## config.mk

```make
export PLATFORM = sky130hd
export DESIGN_NAME = srx_receiver
export DESIGN_NICKNAME = d
export VERILOG_FILES = /design/src/rtl/srx_pkg.sv /design/src/rtl/srx_sync.sv /design/src/rtl/srx_fifo.sv /design/src/rtl/srx_framer.sv /design/src/rtl/srx_receiver.sv
export SDC_FILE = /design/constraint.sdc
export NUM_CORES = 1
export LEC_CHECK = 0
export BUFFER_PORTS_ARGS = -buffer_cell sky130_fd_sc_hd__buf_2
export CAP_MARGIN = 20
export CELL_PAD_IN_SITES_DETAIL_PLACEMENT = 1
export CELL_PAD_IN_SITES_GLOBAL_PLACEMENT = 2
export CORE_AREA = 3 3 142 144
export DETAILED_ROUTE_END_ITERATION = 10
export DIE_AREA = 0 0 145 147
export PLACE_DENSITY = 0.74
export REMOVE_ABC_BUFFERS = 1
export SYNTH_ARGS = -nofsm -noshare
export SYNTH_HDL_FRONTEND = slang
export SYNTH_SLANG_ARGS = --single-unit
```

## constraint.sdc

```tcl
create_clock -name clk_i -period 3.1 [get_ports clk_i]
set_input_delay 0.62 -clock clk_i [delete_from_list [all_inputs] [get_ports clk_i]]
set_output_delay 0.62 -clock clk_i [all_outputs]
set_load 0.005 [all_outputs]
```

## src/rtl/srx_pkg.sv

```systemverilog
// Shared definitions for the serial receiver.
// Assumes a 16x oversampling tick and characters of at most 8 bits.
package srx_pkg;
    localparam int OSR      = 16;
    localparam int MAX_BITS = 8;

    typedef enum logic [2:0] {
        ST_IDLE,
        ST_START,
        ST_DATA,
        ST_PAR,
        ST_STOP
    } rx_state_e;
endpackage

```

## src/rtl/srx_sync.sv

```systemverilog
// Two-flop synchronizer for the asynchronous serial line.
// Assumes the line idles high, so the flops reset to 1.
module srx_sync (
    input  logic clk_i,
    input  logic rst_ni,
    input  logic d_i,
    output logic q_o
);
    logic meta_q;
    logic sync_q;

    // Bring the line into the clock domain in two stages.
    always_ff @(posedge clk_i) begin
        if (!rst_ni) begin
            meta_q <= 1'b1;
            sync_q <= 1'b1;
        end else begin
            meta_q <= d_i;
            sync_q <= meta_q;
        end
    end

    assign q_o = sync_q;
endmodule

```

## src/rtl/srx_fifo.sv

```systemverilog
// Receive store: first-word-fall-through FIFO.
// Assumes DEPTH is a power of two. Writes while full are ignored;
// the caller is expected to check full_o first.
module srx_fifo #(
    parameter int DEPTH = 16,
    parameter int WIDTH = 8
) (
    input  logic             clk_i,
    input  logic             rst_ni,
    input  logic             push_i,
    input  logic [WIDTH-1:0] push_data_i,
    input  logic             pop_i,
    output logic [WIDTH-1:0] head_o,
    output logic             avail_o,
    output logic             full_o
);
    localparam int AW = $clog2(DEPTH);

    logic [WIDTH-1:0] mem_q [DEPTH];
    logic [AW-1:0]    wptr_q, rptr_q;
    logic [AW:0]      count_q;
    logic             do_push, do_pop;

    assign avail_o = (count_q != '0);
    assign full_o  = (count_q == (AW+1)'(DEPTH));
    assign do_push = push_i && !full_o;
    assign do_pop  = pop_i && avail_o;
    assign head_o  = mem_q[rptr_q];

    // Storage array write.
    always_ff @(posedge clk_i) begin
        if (do_push) mem_q[wptr_q] <= push_data_i;
    end

    // Pointer and occupancy bookkeeping.
    always_ff @(posedge clk_i) begin
        if (!rst_ni) begin
            wptr_q  <= '0;
            rptr_q  <= '0;
            count_q <= '0;
        end else begin
            if (do_push) wptr_q <= wptr_q + 1'b1;
            if (do_pop)  rptr_q <= rptr_q + 1'b1;
            count_q <= count_q + (AW+1)'(do_push) - (AW+1)'(do_pop);
        end
    end
endmodule

```

## src/rtl/srx_framer.sv

```systemverilog
// Bit-level receive state machine. It finds a falling edge on the
// synchronized line, confirms the start bit at half a bit, samples
// data, parity and stop at bit centres, and then decides whether to
// store the character and which error pulses to raise.
// Assumes the configuration inputs are stable during a frame.
module srx_framer
    import srx_pkg::*;
(
    input  logic                clk_i,
    input  logic                rst_ni,
    input  logic                tick_i,
    input  logic                line_i,
    input  logic [1:0]          cfg_width_i,
    input  logic                cfg_par_on_i,
    input  logic                cfg_par_odd_i,
    input  logic                store_full_i,
    output logic                push_o,
    output logic [MAX_BITS-1:0] push_data_o,
    output logic                par_err_o,
    output logic                frm_err_o,
    output logic                ovr_err_o
);
    localparam int          TW       = $clog2(OSR);
    localparam int          BW       = $clog2(MAX_BITS);
    localparam logic [TW-1:0] HALF_LAST = TW'(OSR/2 - 1);
    localparam logic [TW-1:0] FULL_LAST = TW'(OSR - 1);

    rx_state_e            state_q;
    logic [TW-1:0]        tcnt_q;
    logic [BW-1:0]        bidx_q;
    logic [MAX_BITS-1:0]  shreg_q;
    logic                 pacc_q;
    logic                 perr_q;
    logic                 prev_q;
    logic [BW-1:0]        last_idx;

    assign last_idx = {1'b0, cfg_width_i} + BW'(4);

    // Receive sequencing, sampling and verdict pulses.
    always_ff @(posedge clk_i) begin
        if (!rst_ni) begin
            state_q     <= ST_IDLE;
            tcnt_q      <= '0;
            bidx_q      <= '0;
            shreg_q     <= '0;
            pacc_q      <= 1'b0;
            perr_q      <= 1'b0;
            prev_q      <= 1'b1;
            push_o      <= 1'b0;
            push_data_o <= '0;
            par_err_o   <= 1'b0;
            frm_err_o   <= 1'b0;
            ovr_err_o   <= 1'b0;
        end else begin
            push_o    <= 1'b0;
            par_err_o <= 1'b0;
            frm_err_o <= 1'b0;
            ovr_err_o <= 1'b0;
            if (tick_i) begin
                prev_q <= line_i;
                unique case (state_q)
                    ST_IDLE: begin
                        if (prev_q && !line_i) begin
                            state_q <= ST_START;
                            tcnt_q  <= '0;
                        end
                    end
                    ST_START: begin
                        if (tcnt_q == HALF_LAST) begin
                            tcnt_q  <= '0;
                            bidx_q  <= '0;
                            shreg_q <= '0;
                            pacc_q  <= 1'b0;
                            perr_q  <= 1'b0;
                            state_q <= line_i ? ST_IDLE : ST_DATA;
                        end else begin
                            tcnt_q <= tcnt_q + 1'b1;
                        end
                    end
                    ST_DATA: begin
                        if (tcnt_q == FULL_LAST) begin
                            tcnt_q          <= '0;
                            shreg_q[bidx_q] <= line_i;
                            pacc_q          <= pacc_q ^ line_i;
                            if (bidx_q == last_idx)
                                state_q <= cfg_par_on_i ? ST_PAR : ST_STOP;
                            else
                                bidx_q <= bidx_q + 1'b1;
                        end else begin
                            tcnt_q <= tcnt_q + 1'b1;
                        end
                    end
                    ST_PAR: begin
                        if (tcnt_q == FULL_LAST) begin
                            tcnt_q  <= '0;
                            perr_q  <= line_i ^ pacc_q ^ cfg_par_odd_i;
                            state_q <= ST_STOP;
                        end else begin
                            tcnt_q <= tcnt_q + 1'b1;
                        end
                    end
                    ST_STOP: begin
                        if (tcnt_q == FULL_LAST) begin
                            tcnt_q  <= '0;
                            state_q <= ST_IDLE;
                            if (!line_i) begin
                                frm_err_o <= 1'b1;
                            end else begin
                                par_err_o <= perr_q;
                                if (store_full_i) begin
                                    ovr_err_o <= 1'b1;
                                end else begin
                                    push_o      <= 1'b1;
                                    push_data_o <= shreg_q;
                                end
                            end
                        end else begin
                            tcnt_q <= tcnt_q + 1'b1;
                        end
                    end
                    default: state_q <= ST_IDLE;
                endcase
            end
        end
    end
endmodule

```

## src/rtl/srx_receiver.sv

```systemverilog
// Top of the serial receiver: synchronizer, framer and receive store.
// Assumes tick_i is a one-clock strobe at 16x the bit rate and that
// the configuration changes only while the line is idle.
module srx_receiver
    import srx_pkg::*;
#(
    parameter int DEPTH = 16
) (
    input  logic                clk_i,
    input  logic                rst_ni,
    input  logic                tick_i,
    input  logic                rxd_i,
    input  logic [1:0]          cfg_width_i,
    input  logic                cfg_par_on_i,
    input  logic                cfg_par_odd_i,
    input  logic                rx_pop_i,
    output logic [MAX_BITS-1:0] rx_data_o,
    output logic                rx_avail_o,
    output logic                rx_full_o,
    output logic                err_parity_o,
    output logic                err_frame_o,
    output logic                err_overrun_o
);
    logic                line_s;
    logic                push_s;
    logic [MAX_BITS-1:0] push_data_s;

    srx_sync i_sync (
        .clk_i  (clk_i),
        .rst_ni (rst_ni),
        .d_i    (rxd_i),
        .q_o    (line_s)
    );

    srx_framer i_framer (
        .clk_i         (clk_i),
        .rst_ni        (rst_ni),
        .tick_i        (tick_i),
        .line_i        (line_s),
        .cfg_width_i   (cfg_width_i),
        .cfg_par_on_i  (cfg_par_on_i),
        .cfg_par_odd_i (cfg_par_odd_i),
        .store_full_i  (rx_full_o),
        .push_o        (push_s),
        .push_data_o   (push_data_s),
        .par_err_o     (err_parity_o),
        .frm_err_o     (err_frame_o),
        .ovr_err_o     (err_overrun_o)
    );

    srx_fifo #(
        .DEPTH (DEPTH),
        .WIDTH (MAX_BITS)
    ) i_fifo (
        .clk_i       (clk_i),
        .rst_ni      (rst_ni),
        .push_i      (push_s),
        .push_data_i (push_data_s),
        .pop_i       (rx_pop_i),
        .head_o      (rx_data_o),
        .avail_o     (rx_avail_o),
        .full_o      (rx_full_o)
    );
endmodule

```

==> impl_results.md, run 1 <==
* Maximum vdd ir drop at 342 uV
* Data required, critical path at 2.48 ns
* CP cell instances: buf_4, mux4_1, mux4_2, buf_2
* Crit path max-delay family: multiplexers
* Reg2reg path depth at 14
* Distinct cell type count after synthesis at 59
* IO buf count at 21
* Gr ovfl total at 0
* Max-slew violations at 0
* Worst-path maximum fanout at 8
* Max Buffers Root-to-Sink at 2
* Detail Placement HPWL at 10.1 mm
* First-pass GRT wire length at 24.4 mm
* Async SR Flop Fraction at 0
* H-tree depth at 4
* Drt initial violations at 191
* Worst Path Buf+Inv at 2
* Status: finished, final reports clean
* Tmin final at between 2 and 3 ns
* PwrDens at about 650 nW/um^2
* Final setup viols at 0
* Worst rel slew slack at 0.450
* LEAKAGE at ~2.5 nW
* Syn Inst Count at approximately 490
* DRC at 0
* Reg2reg end: i_fifo.count_q[4]$_SDFF_PN0_
* CTS buffer count at 17
* Stages on the worst setup path at 4
* Postcts setup bufs at 0
* RSZ-0062 raised after global routing: no
* Clock root buffer: clkbuf_16
* Area post-placement at 7970 sq um
* Final Non-Filler Cells at ~790
* Yosys reg bits at 180
* Die width at 145 um
* FMAX at 341 MHz
* Vias in the first global route at between 4000 and 5000
* R2R Path Start: i_fifo.count_q[3]$_SDFF_PN0_
* Slew @ Worst Pin at between 0.8 and 0.9 ns
* Layout Utilization at 0.458
* CP endpoint: rx_data_o[6]
* Core Region at approximately 19000 sq um
* Final clock skew at 0.0106 ns
* Largest net degree at the start of global routing at 37
* Diode count at 0
* Setup tns final at 0 ns
* DR vias/cell at 5.19
* Clk_lat worst skew at between 0.4 and 0.5 ns
* Synth-to-layout area growth at 13.4%
* Placed Instances at 757
* Commonest cells after routing, fill and taps aside: edfxtp_1, dfxtp_1, nor2_1, mux4_1, a21oi_1
* Most common cell after layout, fill and taps aside: edfxtp_1
* CP arrival at between 2 and 2.5 ns
* Post-synthesis cell area at roughly 7600 sq um
* Top_reg_cell synth: edfxtp_1
* WL per Instance at ~19 um
* Post-synth EDFFs at ~130
* Reg2Reg Setup Slack at 0.18 ns
* Clock sinks at 180
* Initial antenna violation count at 0
* Final hold viol count at 0
* Layout Nets at 539
* Mean Syn Cell Area at 15.4 sq um
* DR pass1 iterations at 4
* Final WL at 14.7 mm
* HP Class: in2reg
* # rows at 50
* Total Routing Usage GR at 0.146
* Total Power at 5.61 mW
* Post-route cell area at 8620 sq um
* Sequential area share after synthesis at 0.643
* Crit Path Class: reg2out
* # IOs at 22
* Antenna-violating nets left at 0
* Startpoint Class: flip-flop
* Vias at 4095
* TritonCTS clock tree: done
* Share of cells above drive strength 1 at 0.176
* Die Footprint at 21300 sq um
* Synth warn at 0
* Initial Util at 0.404
* Fin crit share at 0.946
* # Max-Cap Violations at 0
* Worst-path clk slew at 0.07 ns
* Final RePlAce weighted congestion at between 0.7 and 0.8
* CP Capture Type: primary output
* Slowest stage delay, CP at 0.61 ns
* DIE HEIGHT at 147 um
* Fillers at 1811
* Slowest CP cell: mux4_1
cell families (layout without fill, tap and decap cells):
logic type	Yosys count	count (layout)	synth area share
simple gates	123	123	0.0894
xor+xnor	14	14	0.0161
mux	52	52	0.146
flops	180	180	0.643
compound gates	63	63	0.0502
buf+inv	46	82	0.0300
fa+ha+maj	15	15	0.0254
how the worst min path moves through the flow:
stage	start	endpoint	slack [ns]	depth (start not counted)
CTS	rxd_i	i_sync.meta_q$_SDFF_PN1_	0.36	2
floorplan	i_sync.meta_q$_SDFF_PN1_	i_sync.q_o$_SDFF_PN1_	0.39	1
global placement	i_sync.meta_q$_SDFF_PN1_	i_sync.q_o$_SDFF_PN1_	0.40	1
global route	rxd_i	i_sync.meta_q$_SDFF_PN1_	0.37	2
detailed placement	i_sync.meta_q$_SDFF_PN1_	i_sync.q_o$_SDFF_PN1_	0.41	1
finish	rxd_i	i_sync.meta_q$_SDFF_PN1_	0.37	2
layer usage:
layer,vias to the layer above,wire length (um),GRT usage
li1,1954,-,-
met1,2067,6500,0.183
met2,65,7580,0.254
met3,9,478,0.0302
met4,0,114,0.0470
met5,-,0,0
flip-flops by register name, summed over array words and instances (netlist names), named ones only:
| register | count |
|---|---|
| i_sync.q_o | 1 |
| i_framer.perr_q | 1 |
| i_fifo.rptr_q | 4 |
| i_framer.tcnt_q | 4 |
| i_framer.prev_q | 1 |
| i_framer.push_o | 1 |
| i_framer.ovr_err_o | 1 |
| i_fifo.mem_q | 128 |
| i_framer.push_data_o | 8 |
| i_framer.par_err_o | 1 |
| i_framer.frm_err_o | 1 |
| i_framer.shreg_q | 8 |
| i_sync.meta_q | 1 |
| i_framer.state_q | 3 |
| i_framer.pacc_q | 1 |
| i_fifo.wptr_q | 4 |
| i_fifo.count_q | 5 |
| i_framer.bidx_q | 3 |
synth_stat cells, types with 3 or more instances:
cell      number  share of area
xor2_1         9          0.010
mux4_1        24          0.083
clkbuf_1      13         0.0064
nand2_1       20         0.0099
buf_2          4         0.0026
nor3_1         7         0.0046
mux4_2        16          0.047
or3_1          5         0.0041
o211ai_1       3         0.0030
ha_1          13          0.021
nor2b_1        3         0.0025
a31oi_1        5         0.0041
o21ai_0       14         0.0092
mux2i_1       12          0.016
dfxtp_1       52           0.14
inv_1         17         0.0084
nand2b_1       7         0.0058
or4_1          3         0.0030
o21a_1         4         0.0040
nor2_1        41          0.020
edfxtp_1     128           0.51
and3_1         3         0.0025
xnor2_1        5         0.0058
o21ai_1        3         0.0020
a21oi_1       23          0.015
buf_1          7         0.0035
nand3_1        7         0.0046
nand4_1        4         0.0033
power breakdown:
| part | internal, mW | leakage (nW) | total (mW) | switching [mW] |
|---|---|---|---|---|
| Sequential | 2.60 | 1.30 | 2.67 | 0.0723 |
| Clock | 1.36 | 0.305 | 2.28 | 0.913 |
| Combinational | 0.328 | 0.903 | 0.666 | 0.337 |
layout make-up:
cell class / instances / area [sq um] / area share
Tap cell: 260 / 325 / 0.0377
Timing Repair Buffer: 33 / 208 / 0.0241
Multi-Input combinational cell: 267 / 2500 / 0.291
Inverter: 17 / 63.8 / 0.00740
Clock inverter: 14 / 200 / 0.0232
Sequential cell: 180 / 4890 / 0.567
Clock buffer: 18 / 429 / 0.0498
what timing repair did:
item | 4_1_cts | 5_1_grt
endpoints found under the hold margin | 0 | 0
resized for setup | 0 | 6
setup endpoints to repair | 0 | 8
hold buffers | 0 | 0
per-stage QoR:
stage	hold slack, ns	setup slack, ns
after floorplan	0.386	0.159
after global placement	0.398	0.223
after detailed placement	0.414	0.0310
after CTS	0.359	0.0139
after global routing	0.371	0.00706
final	0.374	0.167
Note: power is estimated with default switching activity, not from simulation.
==> run 2, diff against run 1 <==
Settings changed: CELL_PAD_IN_SITES_DETAIL_PLACEMENT 1 to default, CELL_PAD_IN_SITES_GLOBAL_PLACEMENT 2 to default, PLACE_DENSITY 0.74 to 0.59.
==> impl_results.md, run 2 (synthesized netlist as in run 1, its figures left out) <==
* # IOs at 22
* Area post-placement at 7960 sq um
* First-pass GRT wire length at 22.2 mm
* Largest regs: i_fifo.mem_q: 128 flops, i_framer.push_data_o: 8 flops, i_framer.shreg_q: 8 flops
* Detail Placement HPWL at 8.99 mm
* Final RePlAce weighted congestion at 0.777
* CTS buffer count at 17
* Reg2reg path depth at 14
* DIE HEIGHT at 147 um
* Placed Instances at 755
* CP arrival at 2.36 ns
* Worst-path clk slew at roughly 0.070 ns
* Worst-path maximum fanout at 11
* Clock sinks at 180
* Antenna-violating nets left at 0
* Commonest cells after routing, fill and taps aside: edfxtp_1, dfxtp_1, nor2_1, mux4_1, a21oi_1
* LEAKAGE at between 2 and 2.5 nW
* Max Buffers Root-to-Sink at 2
* R2R Path Start: i_fifo.count_q[2]$_SDFF_PN0_
* Max-slew violations at 0
* Vias in the first global route at 4228
* Diode count at 0
* H-tree depth at 4
* Gr ovfl total at 0
* Vias at 4008
* # Max-Cap Violations at 0
* Setup WS post-layout at 0.125 ns
* Maximum vdd ir drop at 463 uV
* DRC at 0
* Layout Utilization at 0.455
* Layout Nets at 537
* FMAX at 336 MHz
* Total Routing Usage GR at 0.132
* WL per Instance at about 17 um
* Tmin final at 2.98 ns
* Total Power at 5.47 mW
* Largest net degree at the start of global routing at 33
* Initial antenna violation count at 0
* IO buf count at 21
* Slew @ Worst Pin at around 0.92 ns
* Worst rel slew slack at 0.383
* Reg2reg end: i_fifo.count_q[4]$_SDFF_PN0_
* HP Class: in2reg
* DR pass1 iterations at 4
* Max reg flops at 128
* Clock root buffer: clkbuf_16
* Die Footprint at between 20000 and 25000 sq um
* Initial Util at 0.404
* Synth-to-layout area growth at 12.7%
* PwrDens at 638 nW/um^2
* TritonCTS clock tree: done
* Crit Path Class: reg2out
* # rows at 50
* Final Non-Filler Cells at 787
* Final WL at 13.2 mm
* Hold depth at 2
* Core Region at between 15000 and 20000 sq um
* RSZ-0062 raised after global routing: no
* Reg with most FFs: i_fifo.mem_q
* CP Capture Type: primary output
* Die width at between 100 and 150 um
* Data required, critical path at 2.48 ns
* Fin crit share at 0.960
* Reg2Reg Setup Slack at approximately 0.16 ns
* CP endpoint: rx_data_o[2]
* Share of cells above drive strength 1 at 0.167
* DR vias/cell at between 5 and 6
* Drt initial violations at around 180
* Final setup viols at 0
* Final hold viol count at 0
* Clk_lat worst skew at 0.42 ns
* Final clock skew at 0.0108 ns
* Fin Hold WS at 0.380 ns
* Status: finished, final reports clean
* Startpoint Class: flip-flop
* DP Worst Slack at 0.111 ns
* Setup tns final at 0 ns
* Fillers at between 1500 and 2000
* Post-route cell area at 8570 sq um
* Most common cell after layout, fill and taps aside: edfxtp_1
## run 2: what timing repair did
action / CTS / global route
pin swaps: 0 / 0
gates cloned: 0 / 0
buffers inserted: 0 / 0
hold buffers: 0 / 0
endpoints found under the setup margin: 5 / 1
gates resized for setup: 1 / 1
## run 2: final cells by class
type / instances / area (sq um) / share of cell area
Clock buffer: 18 / 429 / 0.0501
Tap cell: 260 / 325 / 0.0380
Sequential cell: 180 / 4890 / 0.571
Multi-Input combinational cell: 267 / 2490 / 0.291
Inverter: 17 / 63.8 / 0.00745
Clock inverter: 14 / 178 / 0.0207
Timing Repair Buffer: 31 / 193 / 0.0225
## run 2: worst min path at each step
| stage | startpoint | slack, ns | end |
|---|---|---|---|
| after floorplan | i_sync.meta_q$_SDFF_PN1_ | 0.39 | i_sync.q_o$_SDFF_PN1_ |
| after global placement | i_sync.meta_q$_SDFF_PN1_ | 0.40 | i_sync.q_o$_SDFF_PN1_ |
| after detailed placement | i_sync.meta_q$_SDFF_PN1_ | 0.40 | i_sync.q_o$_SDFF_PN1_ |
| after CTS | rxd_i | 0.37 | i_sync.meta_q$_SDFF_PN1_ |
| after global routing | rxd_i | 0.37 | i_sync.meta_q$_SDFF_PN1_ |
| final | rxd_i | 0.38 | i_sync.meta_q$_SDFF_PN1_ |
## run 2: worst max-delay path: stages, from the launching register on
cell and delay (ns):
dfxtp_4 0.48, buf_4 0.24, mux4_1 0.59, mux4_2 0.48, buf_2 0.14
## run 2: layer usage
metal / wire [um] / share of wire / GRT usage / vias to the layer above
li1: - / - / - / 1956
met1: 5970 / 0.45 / 0.164 / 1987
met2: 6620 / 0.50 / 0.228 / 51
met3: 447 / 0.034 / 0.0336 / 14
met4: 173 / 0.013 / 0.0442 / 0
met5: 0 / 0 / 0 / -
## run 2: where the power goes
part / internal [mW] / total [mW] / switching [mW] / leakage [nW]
clock network: 1.28 / 2.16 / 0.885 / 0.278
registers: 2.60 / 2.68 / 0.0789 / 1.30
logic: 0.318 / 0.631 / 0.313 / 0.889
==> run 3, diff against run 2 <==
Clock period 3.1 ns to 3.07 ns, I/O delays scaled along.
==> impl_results.md, run 3 (synthesized netlist as in run 1, its figures left out) <==
* Worst rel slew slack at 0.422
* Final clock skew at 0.0112 ns
* HP Class: in2reg
* CTS buffer count at 17
* DRC at 0
* FMAX at 339 MHz
* Reg2Reg Setup Slack at 0.22 ns
* Sequential cell fraction of total power at 0.493
* DR pass1 iterations at 4
* Gr ovfl total at 0
* Max-slew violations at 0
* PwrDens at 639 nW/um^2
* Setup WS post-layout at 0.121 ns
* # IOs at 22
* Setup tns final at 0 ns
* Initial Util at 0.404
* Max reg flops at about 130
* Clk_lat worst skew at between 0.4 and 0.5 ns
* Crit path max-delay family: multiplexers
* Final setup viols at 0
* Largest net degree at the start of global routing at 33
* Status: finished, final reports clean
* Slew @ Worst Pin at roughly 0.86 ns
* Final RePlAce weighted congestion at 0.776
* CP cell instances: buf_12, mux4_1, mux4_2, buf_2
* Largest regs: i_fifo.mem_q: 128 flops, i_framer.push_data_o: 8 flops, i_framer.shreg_q: 8 flops
* Total Power at approximately 5.5 mW
* Core Region at 18800 sq um
* Total Routing Usage GR at 0.132
* LEAKAGE at 2.49 nW
* Startpoint Class: flip-flop
* Commonest cells after routing, fill and taps aside: edfxtp_1, dfxtp_1, nor2_1, mux4_1, a21oi_1
* Final WL at roughly 13 mm
* Initial antenna violation count at 0
* Worst-path clk slew at approximately 0.07 ns
* DIE HEIGHT at ~150 um
* Fin crit share at 0.961
* Die Footprint at 21300 sq um
* Worst Path Buf+Inv at 2
* Maximum vdd ir drop at 461 uV
* Max Buffers Root-to-Sink at 2
* Share of cells above drive strength 1 at 0.176
* DP Worst Slack at between 0.1 and 0.15 ns
* CTS Hold Bufs at 0
* Synth-to-layout area growth at 12.7%
* CP arrival at 2.34 ns
* Most common cell after layout, fill and taps aside: edfxtp_1
* H-tree depth at 4
* WL per Instance at 16.8 um
* Slowest CP cell: mux4_1
* # rows at 50
* Worst-path maximum fanout at 14
* Diode count at 0
* Antenna-violating nets left at 0
* DR vias/cell at 5.16
* First-pass GRT wire length at 22.3 mm
* # Max-Cap Violations at 0
* Int Power at 4.10 mW
* TritonCTS clock tree: done
* Clock root buffer: clkbuf_16
* Clock sinks at 180
* Tmin final at 2.95 ns
* Sw Ratio at 0.250
* Vias at between 4000 and 5000
* Slowest stage delay, CP at 0.61 ns
* Drt initial violations at 256
* Psw at 1.37 mW
* Detail Placement HPWL at around 9 mm
* Crit Path Class: reg2out
* Comb pwr share at 0.118
* IO buf count at 21
* CP Capture Type: primary output
* Layout Nets at ~540
* Reg with most FFs: i_fifo.mem_q
* Postcts setup bufs at 0
* Data required, critical path at between 2 and 2.5 ns
* Clock power frac at 0.389
* Die width at 145 um
* Final hold viol count at 0
* Vias in the first global route at 4259
* RSZ-0062 raised after global routing: no
run 3: layout make-up:
class                           instances  area, sq um
Clock buffer                           17          425
Timing Repair Buffer                   32          200
Multi-Input combinational cell        267         2500
Tap cell                              260          325
Clock inverter                         15          163
Inverter                               17         63.8
Fill cell                            1625        10300
Sequential cell                       180         4890
run 3: final timing paths:
path	from	endpoint	cells after the start
setup reg to reg	i_fifo.count_q[2]$_SDFF_PN0_	i_fifo.count_q[4]$_SDFF_PN0_	14
setup / recovery	flip-flop	rx_data_o[7]	4
hold reg to reg	i_sync.meta_q$_SDFF_PN1_	i_sync.q_o$_SDFF_PN1_	1
hold / removal	rxd_i	i_sync.meta_q$_SDFF_PN1_	2
run 3: routing by layer:
metal	wire [um]	global-route usage	part of all wire	vias to the layer above
met4	188	0.0489	0.014	0
met2	6690	0.228	0.50	79
met5	0	0	0	-
met1	5940	0.167	0.45	2020
li1	-	-	-	1954
met3	441	0.0265	0.033	13
run 3: stage by stage:
| step | cells | hold slack [ns] | area, sq um | util |
|---|---|---|---|---|
| after global routing | 788 | 0.372 | 8560 | 0.455 |
| after floorplan | 464 | 0.386 | 7440 | - |
| after global placement | 756 | 0.398 | 7960 | 0.423 |
| after detailed placement | 756 | 0.397 | 7960 | 0.423 |
| final | 788 | 0.379 | 8560 | 0.455 |
| after CTS | 788 | 0.362 | 8550 | 0.454 |
run 3: repair_timing:
item / in CTS / in global routing
gates resized for setup: 1 / 3
endpoints found under the setup margin: 5 / 1
cloned: 0 / 0
run 3: worst register-to-register path, cell delays in order (launching register included):
cell and delay (ns):
dfxtp_1 0.33, inv_1 0.09, ha_1 0.17, or4b_4 0.50, nand2_2 0.11, inv_1 0.05, ha_1 0.27, inv_1 0.06
ha_1 0.16, inv_1 0.07, fa_2 0.37, nand2b_1 0.15, a21oi_1 0.17, o21ai_0 0.09, nor3b_1 0.14
run 3: power groups by stage:
stage | registers, mW | logic (mW) | clock network, mW
finish | 2.70 | 0.644 | 2.13
global route | 2.71 | 0.715 | 2.29
CTS | 2.70 | 0.639 | 2.19
detailed placement | 2.75 | 0.635 | 0
global placement | 2.75 | 0.613 | 0
floorplan | 2.79 | 0.404 | 0
